### src/rtl/os4_pkg.sv
package os4_pkg;
  localparam int DW         = 16;
  localparam int CW         = 12;
  localparam int OW         = 14;
  localparam int TAPS       = 24;
  localparam int PHASES     = 4;
  localparam int NCOEF      = TAPS * PHASES;
  localparam int PW         = DW + CW;
  localparam int GUARD      = 5;
  localparam int AW         = PW + GUARD;
  localparam int COEF_STEP  = 42;
  localparam int DC_OFFSET  = 492;
  localparam int TAP_W      = $clog2(TAPS);
  localparam int PH_W       = $clog2(PHASES);
  localparam int IDX_W      = $clog2(NCOEF);

  typedef enum logic [0:0] {ST_IDLE, ST_RUN} os4_state_t;

  // Symmetric triangular placeholder low-pass response.
  function automatic logic signed [CW-1:0] coef_at(input logic [IDX_W-1:0] idx);
    int i;
    int m;
    i = int'(idx);
    m = (i + 1 < NCOEF - i) ? i + 1 : NCOEF - i;
    return CW'(m * COEF_STEP);
  endfunction
endpackage

### src/rtl/os4_ctrl.sv
module os4_ctrl
  import os4_pkg::*;
(
  input  logic             clk,
  input  logic             rst_n,
  input  logic             in_valid,
  output logic             accept,
  output logic             mac_en,
  output logic             first,
  output logic             last,
  output logic [TAP_W-1:0] tap,
  output logic [PH_W-1:0]  phase,
  output logic             busy
);
  os4_state_t       state_q, state_d;
  logic [TAP_W-1:0] tap_q, tap_d;
  logic [PH_W-1:0]  ph_q, ph_d;

  always_comb begin
    state_d = state_q;
    tap_d   = tap_q;
    ph_d    = ph_q;
    accept  = 1'b0;
    mac_en  = 1'b0;
    unique case (state_q)
      ST_IDLE: begin
        if (in_valid) begin
          accept  = 1'b1;
          state_d = ST_RUN;
          tap_d   = '0;
          ph_d    = '0;
        end
      end
      ST_RUN: begin
        mac_en = 1'b1;
        if (tap_q == TAP_W'(TAPS - 1)) begin
          tap_d = '0;
          ph_d  = ph_q + 1'b1;
          if (ph_q == PH_W'(PHASES - 1)) state_d = ST_IDLE;
        end else begin
          tap_d = tap_q + 1'b1;
        end
      end
      default: state_d = ST_IDLE;
    endcase
  end

  always_ff @(posedge clk or negedge rst_n) begin
    if (!rst_n) begin
      state_q <= ST_IDLE;
      tap_q   <= '0;
      ph_q    <= '0;
    end else begin
      state_q <= state_d;
      tap_q   <= tap_d;
      ph_q    <= ph_d;
    end
  end

  assign first = (tap_q == '0);
  assign last  = (tap_q == TAP_W'(TAPS - 1));
  assign tap   = tap_q;
  assign phase = ph_q;
  assign busy  = (state_q == ST_RUN);
endmodule

### src/rtl/os4_delay_line.sv
module os4_delay_line
  import os4_pkg::*;
(
  input  logic                 clk,
  input  logic                 rst_n,
  input  logic                 load,
  input  logic                 rotate,
  input  logic signed [DW-1:0] din,
  output logic signed [DW-1:0] head
);
  logic signed [DW-1:0] cell_q [TAPS];

  for (genvar g = 0; g < TAPS; g++) begin : g_cell
    logic signed [DW-1:0] cell_d;
    always_comb begin
      cell_d = cell_q[g];
      if (load) cell_d = (g == 0) ? din : cell_q[(g + TAPS - 1) % TAPS];
      else if (rotate) cell_d = cell_q[(g + 1) % TAPS];
    end
    always_ff @(posedge clk or negedge rst_n) begin
      if (!rst_n) cell_q[g] <= '0;
      else if (load || rotate) cell_q[g] <= cell_d;
    end
  end

  assign head = cell_q[0];
endmodule

### src/rtl/os4_mac.sv
module os4_mac
  import os4_pkg::*;
(
  input  logic                 clk,
  input  logic                 rst_n,
  input  logic                 en,
  input  logic                 first,
  input  logic                 last,
  input  logic                 dc_en,
  input  logic signed [DW-1:0] head,
  input  logic signed [CW-1:0] coef,
  output logic signed [OW-1:0] result,
  output logic                 strobe
);
  localparam logic signed [AW-1:0] SAT_HI = AW'((64'sd1 <<< (PW - 1)) - 1);
  localparam logic signed [AW-1:0] SAT_LO = -AW'(64'sd1 <<< (PW - 1));
  localparam logic signed [OW:0]   OUT_HI = (OW+1)'((1 <<< (OW - 1)) - 1);

  logic signed [PW-1:0] prod;
  logic signed [AW-1:0] acc_q, sum_d, clamp;
  logic signed [OW-1:0] top_bits, res_d;
  logic signed [OW:0]   shifted;
  logic                 strobe_d;

  always_comb begin
    prod  = head * coef;
    sum_d = (first ? '0 : acc_q) + {{GUARD{prod[PW-1]}}, prod};
    if (sum_d > SAT_HI)      clamp = SAT_HI;
    else if (sum_d < SAT_LO) clamp = SAT_LO;
    else                     clamp = sum_d;
    top_bits = clamp[PW-1 -: OW];
    shifted  = {top_bits[OW-1], top_bits} + (dc_en ? (OW+1)'(DC_OFFSET) : '0);
    res_d    = (shifted > OUT_HI) ? OUT_HI[OW-1:0] : shifted[OW-1:0];
    strobe_d = en && last;
  end

  always_ff @(posedge clk or negedge rst_n) begin
    if (!rst_n) begin
      acc_q  <= '0;
      result <= '0;
      strobe <= 1'b0;
    end else begin
      strobe <= strobe_d;
      if (en) acc_q <= sum_d;
      if (strobe_d) result <= res_d;
    end
  end
endmodule

### src/rtl/os4_fir_interp.sv
module os4_fir_interp
  import os4_pkg::*;
(
  input  logic          clk,
  input  logic          rst_n,
  input  logic          in_valid,
  input  logic [15:0]   in_sample,
  input  logic          fmt_offset_bin,
  input  logic          dc_offset_en,
  output logic          busy,
  output logic [13:0]   out_sample,
  output logic          out_strobe
);
  logic                 accept, mac_en, first, last;
  logic [TAP_W-1:0]     tap;
  logic [PH_W-1:0]      phase;
  logic signed [DW-1:0] head;
  logic signed [CW-1:0] coef;
  logic signed [OW-1:0] result;
  logic [IDX_W-1:0]     cidx;

  os4_ctrl u_ctrl (
    .clk(clk), .rst_n(rst_n), .in_valid(in_valid), .accept(accept),
    .mac_en(mac_en), .first(first), .last(last), .tap(tap),
    .phase(phase), .busy(busy)
  );

  os4_delay_line u_dline (
    .clk(clk), .rst_n(rst_n), .load(accept), .rotate(mac_en),
    .din(in_sample), .head(head)
  );

  assign cidx = IDX_W'(tap) * IDX_W'(PHASES) + IDX_W'(phase);
  assign coef = coef_at(cidx);

  os4_mac u_mac (
    .clk(clk), .rst_n(rst_n), .en(mac_en), .first(first), .last(last),
    .dc_en(dc_offset_en), .head(head), .coef(coef), .result(result),
    .strobe(out_strobe)
  );

  assign out_sample = fmt_offset_bin ? {~result[OW-1], result[OW-2:0]} : result;
endmodule

### config.mk
export PLATFORM = sky130hd
export DESIGN_NAME = os4_fir_interp
export DESIGN_NICKNAME = d
export VERILOG_FILES = /design/src/rtl/os4_pkg.sv /design/src/rtl/os4_ctrl.sv /design/src/rtl/os4_delay_line.sv /design/src/rtl/os4_mac.sv /design/src/rtl/os4_fir_interp.sv
export SDC_FILE = /design/constraint.sdc
export NUM_CORES = 1
export LEC_CHECK = 0
export ABC_AREA = 1
export BUFFER_PORTS_ARGS = -buffer_cell sky130_fd_sc_hd__buf_2
export CAP_MARGIN = 20
export CORE_MARGIN = 1
export CORE_UTILIZATION = 59
export CTS_BUF_LIST = sky130_fd_sc_hd__clkbuf_8
export DETAILED_ROUTE_END_ITERATION = 6
export PLACE_DENSITY = 0.81
export SYNTH_ARGS = -nofsm -noshare
export SYNTH_HDL_FRONTEND = slang
export SYNTH_HIERARCHICAL = 1
export SYNTH_SLANG_ARGS = --single-unit
### constraint.sdc
create_clock -name clk -period 33.2 [get_ports clk]
set_clock_uncertainty 0.15 [all_clocks]
set_input_delay 0 -clock clk [delete_from_list [all_inputs] [get_ports clk]]
set_output_delay 0 -clock clk [all_outputs]
set_load 0.02 [all_outputs]
Word level (Yosys, flattened, before mapping)

Index checks and enable logic that the tools add are counted.

Register bits after elaboration: 440
Output and inout port bits: 16
Word-level logic and storage cells: 122

Equal/unequal tests: 4
Reductions and logical operators: 6
Multiply operators: 2
Bitwise gates (word level): 2
Order comparisons: 4
$add $sub $neg: 7
Multiplexer cells: 67

Operators by type and width:

| kind                                                                              | number |
|---|---|
| 16-bit two-way mux                                                                | 48 |
| 28-bit two-way mux                                                                | 2 |
| 33-bit adder                                                                      | 1 |
| 33-bit by 28-bit greater-than comparator with 1-bit output, second input constant | 1 |
| 33-bit by 28-bit < comparator with 1-bit output, second input constant            | 1 |
| 33-bit two-way mux                                                                | 1 |
| 32-bit < comparator                                                               | 1 |
| 32-bit by 6-bit multiplier with 11-bit output, second input constant              | 1 |
| 32-bit two-way mux                                                                | 1 |
| 14-bit two-way mux                                                                | 2 |
| 16-bit by 11-bit multiplier with 27-bit output                                    | 1 |
| 15-bit adder                                                                      | 1 |
| 15-bit by 14-bit greater-than comparator with 1-bit output, second input constant | 1 |
| 5-bit two-way mux                                                                 | 2 |
| 5-bit case mux with 2 select lines                                                | 1 |
| 9-bit two-way mux                                                                 | 1 |
| 7-bit by 1-bit adder with 8-bit output, second input constant                     | 1 |
| 7-bit by 7-bit subtractor with 8-bit output, first input constant                 | 1 |
| 7-bit by 2-bit adder with 7-bit output                                            | 1 |
| 5-bit by 1-bit adder with 5-bit output, second input constant                     | 1 |
| 5-bit equality test, second input constant                                        | 1 |
| 5-bit logical NOT                                                                 | 1 |
| 1-bit two-way mux                                                                 | 5 |
| 2-bit two-way mux                                                                 | 2 |
| 11 further kinds                                                                  | 13 |

Depth between registers and ports, before layout

Gate-level depths: netlist of the first run.

Depth in word-level cells: 13
Gate-level depth with buffers: 85
Gate-level depth less buffers: 84

Cells and area by module

The synthesis of the first run kept the hierarchy.

Modules (own cells, without submodules):

| module         | times used | seq. area each (um^2) | cells an instance | area each (um^2) |
|---|---|---|---|---|
| os4_delay_line | 1          | 9609.2                | 2108              | 17405.4 |
| os4_mac        | 1          | 1201.2                | 1527              | 11298.3 |
| os4_fir_interp | 1          | 0.0                   | 164               | 1162.4 |
| os4_ctrl       | 1          | 200.2                 | 53                | 459.2 |

Least setup slack after synthesis of the first run

Ideal clock, no wire load.

Path type: reg2reg
Start: register u_ctrl.ph_q[1], in the netlist u_ctrl/phase[1]
End: register u_mac.result[4]
Setup time: 0.073 ns
Data arrival time: 12.605 ns
Cell stages (with the launch flop): 83
Required time: 32.977 ns
Period minus slack after synthesis: 12.828 ns
Slack: 20.372 ns
Path buffers: 4
Cells stage by stage: dfrtp_1 > ha_1 > nand2_1 > nor2_2 > nand3_1 > nand2_1 > nand2_1 > inv_2 > ha_1 > nand2_1 > inv_1 > a21oi_1 > nand2_1 > nor2_8 > nand2_1 > o21ai_0 > ha_1 > ha_1 > (+47 left out) > nand2_1 > nand2_1 > nand4_1 > nand2_2 > buf_6 > inv_1 > o21ai_0 > ha_1 > inv_1 > fa_1 > nor2_1 > nand2_1 > nand2_1 > nand3_1 > nand3_1 > nand3_2 > buf_6 > a21oi_2

Longest elaborated chain between the ends: 13
Elaborated cells on any way between the ends: 15
Classes of those cells: add/sub (5); mul (2); order compare (4); mux (4)

RTL lines:

| element                                                                                               | line                 | source |
|---|---|---|
| start: declaration                                                                                    | os4_ctrl.sv:17       | `logic [PH_W-1:0] ph_q, ph_d;` |
| start signal: assignment                                                                              | os4_ctrl.sv:56       | `ph_q <= ph_d;` |
| 7-bit by 2-bit adder with 7-bit output *                                                              | os4_fir_interp.sv:33 | `assign cidx = IDX_W'(tap) * IDX_W'(PHASES) + IDX_W'(phase);` |
| 7-bit by 1-bit adder with 8-bit output or 7-bit by 7-bit subtractor with 8-bit output (tied branches) | os4_pkg.sv:24        | `m = (i + 1 < NCOEF - i) ? i + 1 : NCOEF - i;` |
| 32-bit < comparator                                                                                   | os4_pkg.sv:24        |  |
| 32-bit two-way mux *                                                                                  | os4_pkg.sv:24        |  |
| 32-bit by 6-bit multiplier with 11-bit output *                                                       | os4_pkg.sv:25        | `return CW'(m * COEF_STEP);` |
| via coef[10]                                                                                          | os4_fir_interp.sv:18 | `logic signed [CW-1:0] coef;` |
| 16-bit by 11-bit multiplier with 27-bit output *                                                      | os4_mac.sv:26        | `prod = head * coef;` |
| 33-bit adder *                                                                                        | os4_mac.sv:27        | `sum_d = (first ? '0 : acc_q) + {{GUARD{prod[PW-1]}}, prod};` |
| 33-bit by 28-bit < comparator with 1-bit output                                                       | os4_mac.sv:29        | `else if (sum_d < SAT_LO) clamp = SAT_LO;` |
| 28-bit two-way mux                                                                                    | os4_mac.sv:29        |  |
| 28-bit two-way mux *                                                                                  | os4_mac.sv:28        | `if (sum_d > SAT_HI) clamp = SAT_HI;` |
| 15-bit adder *                                                                                        | os4_mac.sv:32        | `shifted = {top_bits[OW-1], top_bits} + (dc_en ? (OW+1)'(DC_OFFSET) : '0);` |
| 15-bit by 14-bit greater-than comparator with 1-bit output                                            | os4_mac.sv:33        | `res_d = (shifted > OUT_HI) ? OUT_HI[OW-1:0] : shifted[OW-1:0];` |
| 14-bit two-way mux *                                                                                  | os4_mac.sv:33        |  |
| end signal: assignment                                                                                | os4_mac.sv:45        | `if (strobe_d) result <= res_d;` |
| end: declaration                                                                                      | os4_mac.sv:12        | `output logic signed [OW-1:0] result,` |

Mark *: on every way through the listed nets, which the timed path passes. The rest lies on a longest branch.
A chain may end at the register's enable or synchronous reset.

Worst setup path in the final report of the first run

Start: register u_ctrl.tap_q[0], in the netlist u_ctrl/tap[0]
End: register u_mac.result[12]

Longest elaborated chain between the ends: 13
Elaborated cells on any way between the ends: 19
Classes of those cells: add/sub (5); mul (2); order compare (4); eq/ne (1); mux (5); reduce/logical (2)

RTL lines:

| element                                                                                               | line                 | source |
|---|---|---|
| start: declaration                                                                                    | os4_ctrl.sv:16       | `logic [TAP_W-1:0] tap_q, tap_d;` |
| start signal: assignment                                                                              | os4_ctrl.sv:55       | `tap_q <= tap_d;` |
| 7-bit by 2-bit adder with 7-bit output *                                                              | os4_fir_interp.sv:33 |  |
| 7-bit by 1-bit adder with 8-bit output or 7-bit by 7-bit subtractor with 8-bit output (tied branches) | os4_pkg.sv:24        |  |
| 32-bit < comparator                                                                                   | os4_pkg.sv:24        |  |
| 32-bit two-way mux *                                                                                  | os4_pkg.sv:24        |  |
| 32-bit by 6-bit multiplier with 11-bit output *                                                       | os4_pkg.sv:25        |  |
| via coef[11]                                                                                          | os4_fir_interp.sv:18 |  |
| 16-bit by 11-bit multiplier with 27-bit output *                                                      | os4_mac.sv:26        |  |
| 33-bit adder *                                                                                        | os4_mac.sv:27        |  |
| 33-bit by 28-bit < comparator with 1-bit output                                                       | os4_mac.sv:29        |  |
| 28-bit two-way mux                                                                                    | os4_mac.sv:29        |  |
| 28-bit two-way mux *                                                                                  | os4_mac.sv:28        |  |
| 15-bit adder *                                                                                        | os4_mac.sv:32        |  |
| 15-bit by 14-bit greater-than comparator with 1-bit output                                            | os4_mac.sv:33        |  |
| 14-bit two-way mux *                                                                                  | os4_mac.sv:33        |  |

Marks and branches as above.

==> flow_metrics.env, run 1 <==
export IMPL_finalNetCount=4114
export IMPL_cpMostUsedCell="nand2_1"
export IMPL_layout_cells_most_common_list="nand2_1 (1,198), nand3_1 (809), inv_1 (448), dfrtp_1 (439), fa_1 (186)"
export IMPL_worstPathArrival_ps=14830
export IMPL_end_kind="flip-flop"
export IMPL_dpl_hpwl_mm=41.39
export IMPL_dieArea_mm2=0.05231
export IMPL_synthTopCellsByArea="dfrtp_1 (36%), nand2_1 (15%), nand3_1 (13%)"
export IMPL_die_x_um=228.7
export IMPL_start_util_pct=60.08
export IMPL_register_area_mm2=0.01101
export IMPL_hold_viol_final=0
export IMPL_ys_types=48
export IMPL_cp_start_kind="flip-flop"
export IMPL_core_mm2=0.05048
export IMPL_r2r_slack_ps=18800
export IMPL_crit_slowest_cell="dfrtp_1"
export IMPL_finalMaxSlewViolations=0
export IMPL_slew_headroom_pct=17.29
export IMPL_fmax_mhz=69.47
export IMPL_rows=82
export IMPL_yosys_register_bits=440
export IMPL_num_vias=24786
export IMPL_tritoncts="built"
export IMPL_antenna_cells=0
export IMPL_r2r_end="u_mac/result[12]"
export IMPL_cts_sinks=440
export IMPL_synthCells=3852
export IMPL_synth_edf_count=0
export IMPL_die_h_um=228.7
export IMPL_whs_ps=43.72
export IMPL_hold_path_class="in2reg"
export IMPL_syn_avg_cell_area_um2=7.873
export IMPL_gr_total_overflow=0
export IMPL_synth_top_cell_area_share_pct=36.31
export IMPL_synthToLayoutAreaGrowth_pct=5.781
export IMPL_io_pins=37
export IMPL_cts_made_buffers=73
export IMPL_gp_congestion=0.8870
export IMPL_viasPerCell=5.504
export IMPL_critical_path_class="reg2reg"
export IMPL_grtUsageTotal_pct=25.30
export IMPL_min_to="u_dline/head[6]"
export IMPL_rsz0062_at_grt="no"
export IMPL_grt_max_degree=236
export IMPL_drive_gt1_share_pct=6.186
export IMPL_final_util_pct=63.55
export IMPL_ys_warn_count=6
export IMPL_required_ps=33630
export IMPL_yosysSeqAreaShare_pct=36.31
export IMPL_cp_max_fo=17
export IMPL_multiInputGateArea_mm2=0.01638
export IMPL_place_ws_ps=18980
export IMPL_holdPathStages=4
export IMPL_r2r_start="u_ctrl/tap[0]"
export IMPL_synth_main_ff_cell="dfrtp_1"
export IMPL_cpPeakStageDelay_ps=660
export IMPL_fin_tns_setup_ps=0
export IMPL_syn_area_mm2=0.03033
export IMPL_min_delay_start="in_sample[6]"
export IMPL_cap_violations=0
export IMPL_final_common_cell="nand2_1"
export IMPL_htree_levels=3
export IMPL_status="finished, final reports clean"
export IMPL_worst_pin_slew_ps=1241
export IMPL_wl_per_cell_um=14.25
export IMPL_fillers=4281
export IMPL_yosys_area_top_type="dfrtp_1"
export IMPL_clk_insertion_delay_late_ps=660
export IMPL_drc=0
export IMPL_wl_mm=64.18
export IMPL_reg2reg_depth=75
export IMPL_period_minus_slack_ps=14400
export IMPL_setup_viol=0
export IMPL_antenna_found_initial=0
export IMPL_setup_ws_ps=18800
export IMPL_post_route_period_util_pct=43.36
export IMPL_clk_pin_slew_ps=60
export IMPL_io_buffer_count=36
export IMPL_cts_buffer_depth=3
export IMPL_synthArstFlopShare_pct=100.0
export IMPL_clockRootBuffer="clkbuf_8"
export IMPL_ant_nets=0
export IMPL_drtIter0Drc=2079
export IMPL_grt_pass1_vias=24028
export IMPL_drt_pass1_iter_count=7
export IMPL_grt_first_pass_wirelength_mm=112.3
==> logic make-up (layout without fill, tap and decap cells) <==
family / after synthesis / in the layout / synth area share, %
fa+ha+maj: 312 / 312 / 17.48
xor+xnor: 64 / 64 / 1.898
other cells: 1 / 2 / 0.01237
flops: 440 / 440 / 36.31
compound gates: 172 / 172 / 3.185
simple gates: 2183 / 2183 / 31.40
buf+inv: 680 / 658 / 9.721
==> synth_stat cells (5+ instances only) <==
cell / instances
nand2_1: 1198
nand3_1: 809
dfrtp_1: 440
inv_1: 424
fa_1: 186
buf_2: 140
ha_1: 126
nor2_1: 103
a21oi_1: 69
o21ai_0: 60
clkbuf_1: 53
xor2_1: 42
buf_4: 37
xnor2_1: 20
nand2_2: 15
a21o_1: 11
nand3_2: 11
a21oi_2: 10
buf_6: 10
inv_2: 10
nand4_1: 10
a31oi_1: 9
nand3b_1: 7
nor2_2: 6
nand2_4: 5
or2_2: 5
==> per-stage QoR <==
stage                     instance area [um^2]  instances
after CTS                                32080       4503
after detailed placement                 30280       4342
after global placement                   30280       4342
after global routing                     32080       4503
final                                    32080       4503
after floorplan                          30330       3853
==> final cells by class <==
cell class / instances / share of cell area (%)
timing repair buffer: 95 / 2.387
tap: 672 / 2.621
clock buffer: 87 / 3.733
multi-input combinational: 2733 / 51.05
inverter: 438 / 5.192
sequential: 440 / 34.34
clock inverter: 38 / 0.6826
==> per-layer routing <==
| metal | vias to the layer above | share of wire [%] | GRT usage [%] |
|---|---|---|---|
| li1 | 12030 | - | - |
| met1 | 11957 | 46 | 35.98 |
| met2 | 659 | 46 | 39.69 |
| met3 | 140 | 5.0 | 4.167 |
| met4 | 0 | 2.9 | 8.033 |
| met5 | - | 0 | 0 |
==> registers in the layout, indices dropped and copies added, names as in the netlist <==
register        count
u_dline/cell_q    368
u_mac/acc_q        33
u_dline/head       16
u_mac/result       14
u_ctrl/tap          5
u_ctrl/phase        2
u_ctrl/busy         1
u_mac/strobe        1
==> worst max path at each step <==
stage | startpoint | to | slack [ps] | cells after the start
2_1_floorplan | u_ctrl/phase[1] | u_mac/result[4] | 20370 | 82
3_3_place_gp | u_ctrl/tap[0] | u_mac/result[12] | 19360 | 76
3_5_place_dp | u_ctrl/tap[0] | u_mac/result[12] | 18980 | 76
5_1_grt | u_ctrl/tap[0] | u_mac/result[12] | 17520 | 75
6_report | u_ctrl/tap[0] | u_mac/result[12] | 18800 | 75
4_1_cts | u_ctrl/tap[0] | u_mac/result[12] | 18920 | 76
==> what timing repair did <==
item                       in CTS  in global routing
buffers inserted                0                  0
resized for setup               0                  0
hold endpoints to repair      130                  0
hold buffers                   36                  0
setup endpoints to repair       0                  0
==> critical path: cells and delay by family, from the launching register on <==
| kind | cells | cell delay, ps |
|---|---|---|
| and+or+nand+nor | 34 | 3920 |
| adders and majority gates | 14 | 5700 |
| buffers and inverters | 10 | 770 |
| xor gates and xnor gates | 2 | 380 |
| AOI/OAI and AO/OA | 15 | 2720 |
| DFF | 1 | 660 |
Power of run 1 is left out: the tool's default activity adds up to more than one toggle a clock period on the data nets, which glitch-free logic cannot reach.
==> run 2, diff against run 1 <==
--- a/config.mk
+++ b/config.mk
@@ -5,7 +5,7 @@
 export SDC_FILE = /design/constraint.sdc
 export NUM_CORES = 1
 export LEC_CHECK = 0
-export ABC_AREA = 1
+export ABC_AREA = 0
 export BUFFER_PORTS_ARGS = -buffer_cell sky130_fd_sc_hd__buf_2
 export CAP_MARGIN = 20
 export CORE_MARGIN = 1
==> constraint.sdc (replaced) <==
create_clock -name clk -period 14.26 [get_ports clk]
set_clock_uncertainty 0.15 [all_clocks]
set_input_delay 0 -clock clk [delete_from_list [all_inputs] [get_ports clk]]
set_output_delay 0 -clock clk [all_outputs]
set_load 0.02 [all_outputs]
==> run 2 against run 1 <==
Effect of this change:
- global-route usage shrank 1.5 points
- synthesized cell count shrank 19%
- critical path type unchanged
- final cell count fell by 12%
- cell area is 6.7% higher
- register-to-register slack got worse by 18000 ps
- critical path depth decreased by 14
- largest cell class unchanged
- die area up 1.9%
==> flow_metrics.env, run 2 <==
export IMPL_yosys_area_top_type="dfrtp_1"
export IMPL_status="finished, final reports clean"
export IMPL_period_minus_slack_ps=13890
export IMPL_grt_pass1_vias=22084
export IMPL_synthSimpleGateAreaFrac_pct=11.11
export IMPL_crit_slowest_cell="or4_4"
export IMPL_rsz0062_at_grt="yes"
export IMPL_worstPathArrival_ps=14360
export IMPL_start_util_pct=60.01
export IMPL_drtIter0Drc=1614
export IMPL_htree_levels=3
export IMPL_drc=0
export IMPL_hold_viol_final=0
export IMPL_cp_start_kind="flip-flop"
export IMPL_cpMostUsedCell="fa_1"
export IMPL_slew_headroom_pct=24.00
export IMPL_finalMaxSlewViolations=0
export IMPL_gr_total_overflow=0
export IMPL_tritoncts="built"
export IMPL_synthMuxAreaShare_pct=13.70
export IMPL_gp_congestion=0.8778
export IMPL_ant_nets=0
export IMPL_io_pins=37
export IMPL_grtUsageTotal_pct=23.81
export IMPL_cts_sinks=440
export IMPL_wl_met3_mm=2.614
export IMPL_cts_made_buffers=77
export IMPL_setup_viol=0
export IMPL_post_route_period_util_pct=97.44
export IMPL_synthCells=3124
export IMPL_clk_pin_slew_ps=60
export IMPL_final_util_pct=66.43
export IMPL_cp_max_fo=7
export IMPL_io_buffer_count=36
export IMPL_clockRootBuffer="clkbuf_8"
export IMPL_syn_avg_cell_area_um2=9.895
export IMPL_cap_violations=0
export IMPL_synthTopCellsByArea="dfrtp_1 (36%), mux2i_1 (13%), fa_1 (12%)"
export IMPL_drt_pass1_iter_count=5
export IMPL_synthArstFlopShare_pct=100.0
export IMPL_yosysSeqAreaShare_pct=35.62
export IMPL_drive_gt1_share_pct=13.87
export IMPL_layout_cells_most_common_list="nand2_1 (551), dfrtp_1 (438), mux2i_1 (389), o21ai_1 (369), inv_1 (299)"
export IMPL_antenna_found_initial=1
export IMPL_dieArea_mm2=0.05331
export IMPL_ys_types=101
export IMPL_wl_mm=62.98
export IMPL_synth_edf_count=0
export IMPL_core_mm2=0.05151
export IMPL_worst_pin_slew_ps=1132
export IMPL_holdPathStages=3
export IMPL_synth_top_family_by_area="adder cells"
export IMPL_ys_warn_count=6
export IMPL_final_common_cell="nand2_1"
export IMPL_met1Wirelength_mm=27.33
export IMPL_rows=83
export IMPL_fillers=3904
export IMPL_wl_met2_mm=31.71
export IMPL_end_kind="flip-flop"
export IMPL_largest_reg_flops=368
export IMPL_highest_layer="met4"
export IMPL_fmax_mhz=71.97
export IMPL_finalNetCount=3579
export IMPL_syn_area_mm2=0.03091
export IMPL_num_vias=22133
export IMPL_synth_compound_area_share_pct=11.68
export IMPL_synth_xor_area_share_pct=2.344
export IMPL_viasPerCell=5.558
export IMPL_yosys_top_cells_count="nand2_1 (553), dfrtp_1 (440), mux2i_1 (389)"
export IMPL_hold_path_class="in2out"
export IMPL_grt_first_pass_wirelength_mm=105.6
export IMPL_clk_insertion_delay_late_ps=690
export IMPL_die_x_um=230.9
export IMPL_regMostFlops="u_dline/cell_q"
export IMPL_yosys_register_bits=440
export IMPL_required_ps=14730
export IMPL_dpl_hpwl_mm=41.56
export IMPL_synthToLayoutAreaGrowth_pct=10.70
export IMPL_synth_most_common_cell="nand2_1"
export IMPL_cpPeakStageDelay_ps=610
export IMPL_cts_buffer_depth=3
export IMPL_grt_max_degree=292
export IMPL_reg2reg_depth=61
export IMPL_synth_top_cell_area_share_pct=35.62
export IMPL_wl_per_cell_um=15.82
export IMPL_critical_path_class="reg2reg"
export IMPL_die_h_um=230.9
export IMPL_synth_main_ff_cell="dfrtp_1"
export IMPL_synthAdderAreaFrac_pct=17.18
-- run 2: what timing repair did --
item,in CTS,in global routing
setup endpoints to repair,14,14
gates resized for setup,21,99
hold buffers,38,0
buffers inserted,11,19
endpoints found under the hold margin,161,0
cloned,1,0
pin swaps,26,105
-- run 2: cells by family (layout without fill, tap and decap cells) --
family / Yosys count / in the layout
AND/OR/NAND/NOR: 782 / 783
AO/OA/AOI/OAI: 618 / 618
buffers and inverters: 471 / 640
flip-flops: 440 / 440
multiplexers: 418 / 418
adder cells (fa/ha/maj): 313 / 313
XOR/XNOR: 81 / 81
other: 1 / 9
-- run 2: routing by layer --
metal | GRT usage, % | vias up
li1 | - | 10621
met3 | 4.088 | 106
met4 | 7.016 | 0
met2 | 40.17 | 470
met1 | 31.46 | 10936
met5 | 0 | -
-- run 2: critical path, delay by kind of cell (launching register included) --
| kind | cells | cell delay, ps |
|---|---|---|
| buf+inv | 11 | 1040 |
| flops | 1 | 380 |
| fa+ha+maj | 14 | 5160 |
| xor+xnor | 4 | 670 |
| simple gates | 11 | 2480 |
| compound gates | 21 | 3920 |
-- run 2: layout make-up --
class | instances | area [um^2] | share of cell area, %
clock buffers | 91 | 1252 | 3.660
clock inverters | 43 | 237.7 | 0.6947
inverters | 281 | 1062 | 3.104
diodes | 1 | 2.502 | 0.007313
repair buffers | 225 | 1849 | 5.404
flip-flops and latches | 440 | 11020 | 32.19
multi-input cells | 2221 | 17950 | 52.45
well taps | 680 | 850.8 | 2.486
-- run 2: stage by stage --
stage	cell area, um^2	setup WS (ps)	std cells	setup TNS [ps]	hold slack (ps)
CTS	33530	15.66	3959	0	141.4
detailed placement	31440	-653.9	3775	-8290	7.872
finish	34220	365.3	3982	0	136.9
global placement	31440	-197.8	3775	-2303	-8.325
global route	34220	-232.9	3982	-2919	148.4
floorplan	31000	11.39	3131	0	-445.6
-- run 2: path summary, 6_finish.rpt --
check,to,slack (ps),from
worst max-delay path,u_mac/result[12],370,u_ctrl/tap[0]
worst min-delay path,out_sample[13],140,fmt_offset_bin
worst max register to register,u_mac/result[12],370,u_ctrl/tap[0]
worst min register to register,u_mac/acc_q[3],350,u_mac/acc_q[3]
max in group asynchronous,u_dline/cell_q[47],12130,rst_n
min in group asynchronous,u_mac/strobe,430,rst_n
Power of run 2 is left out for the same reason.
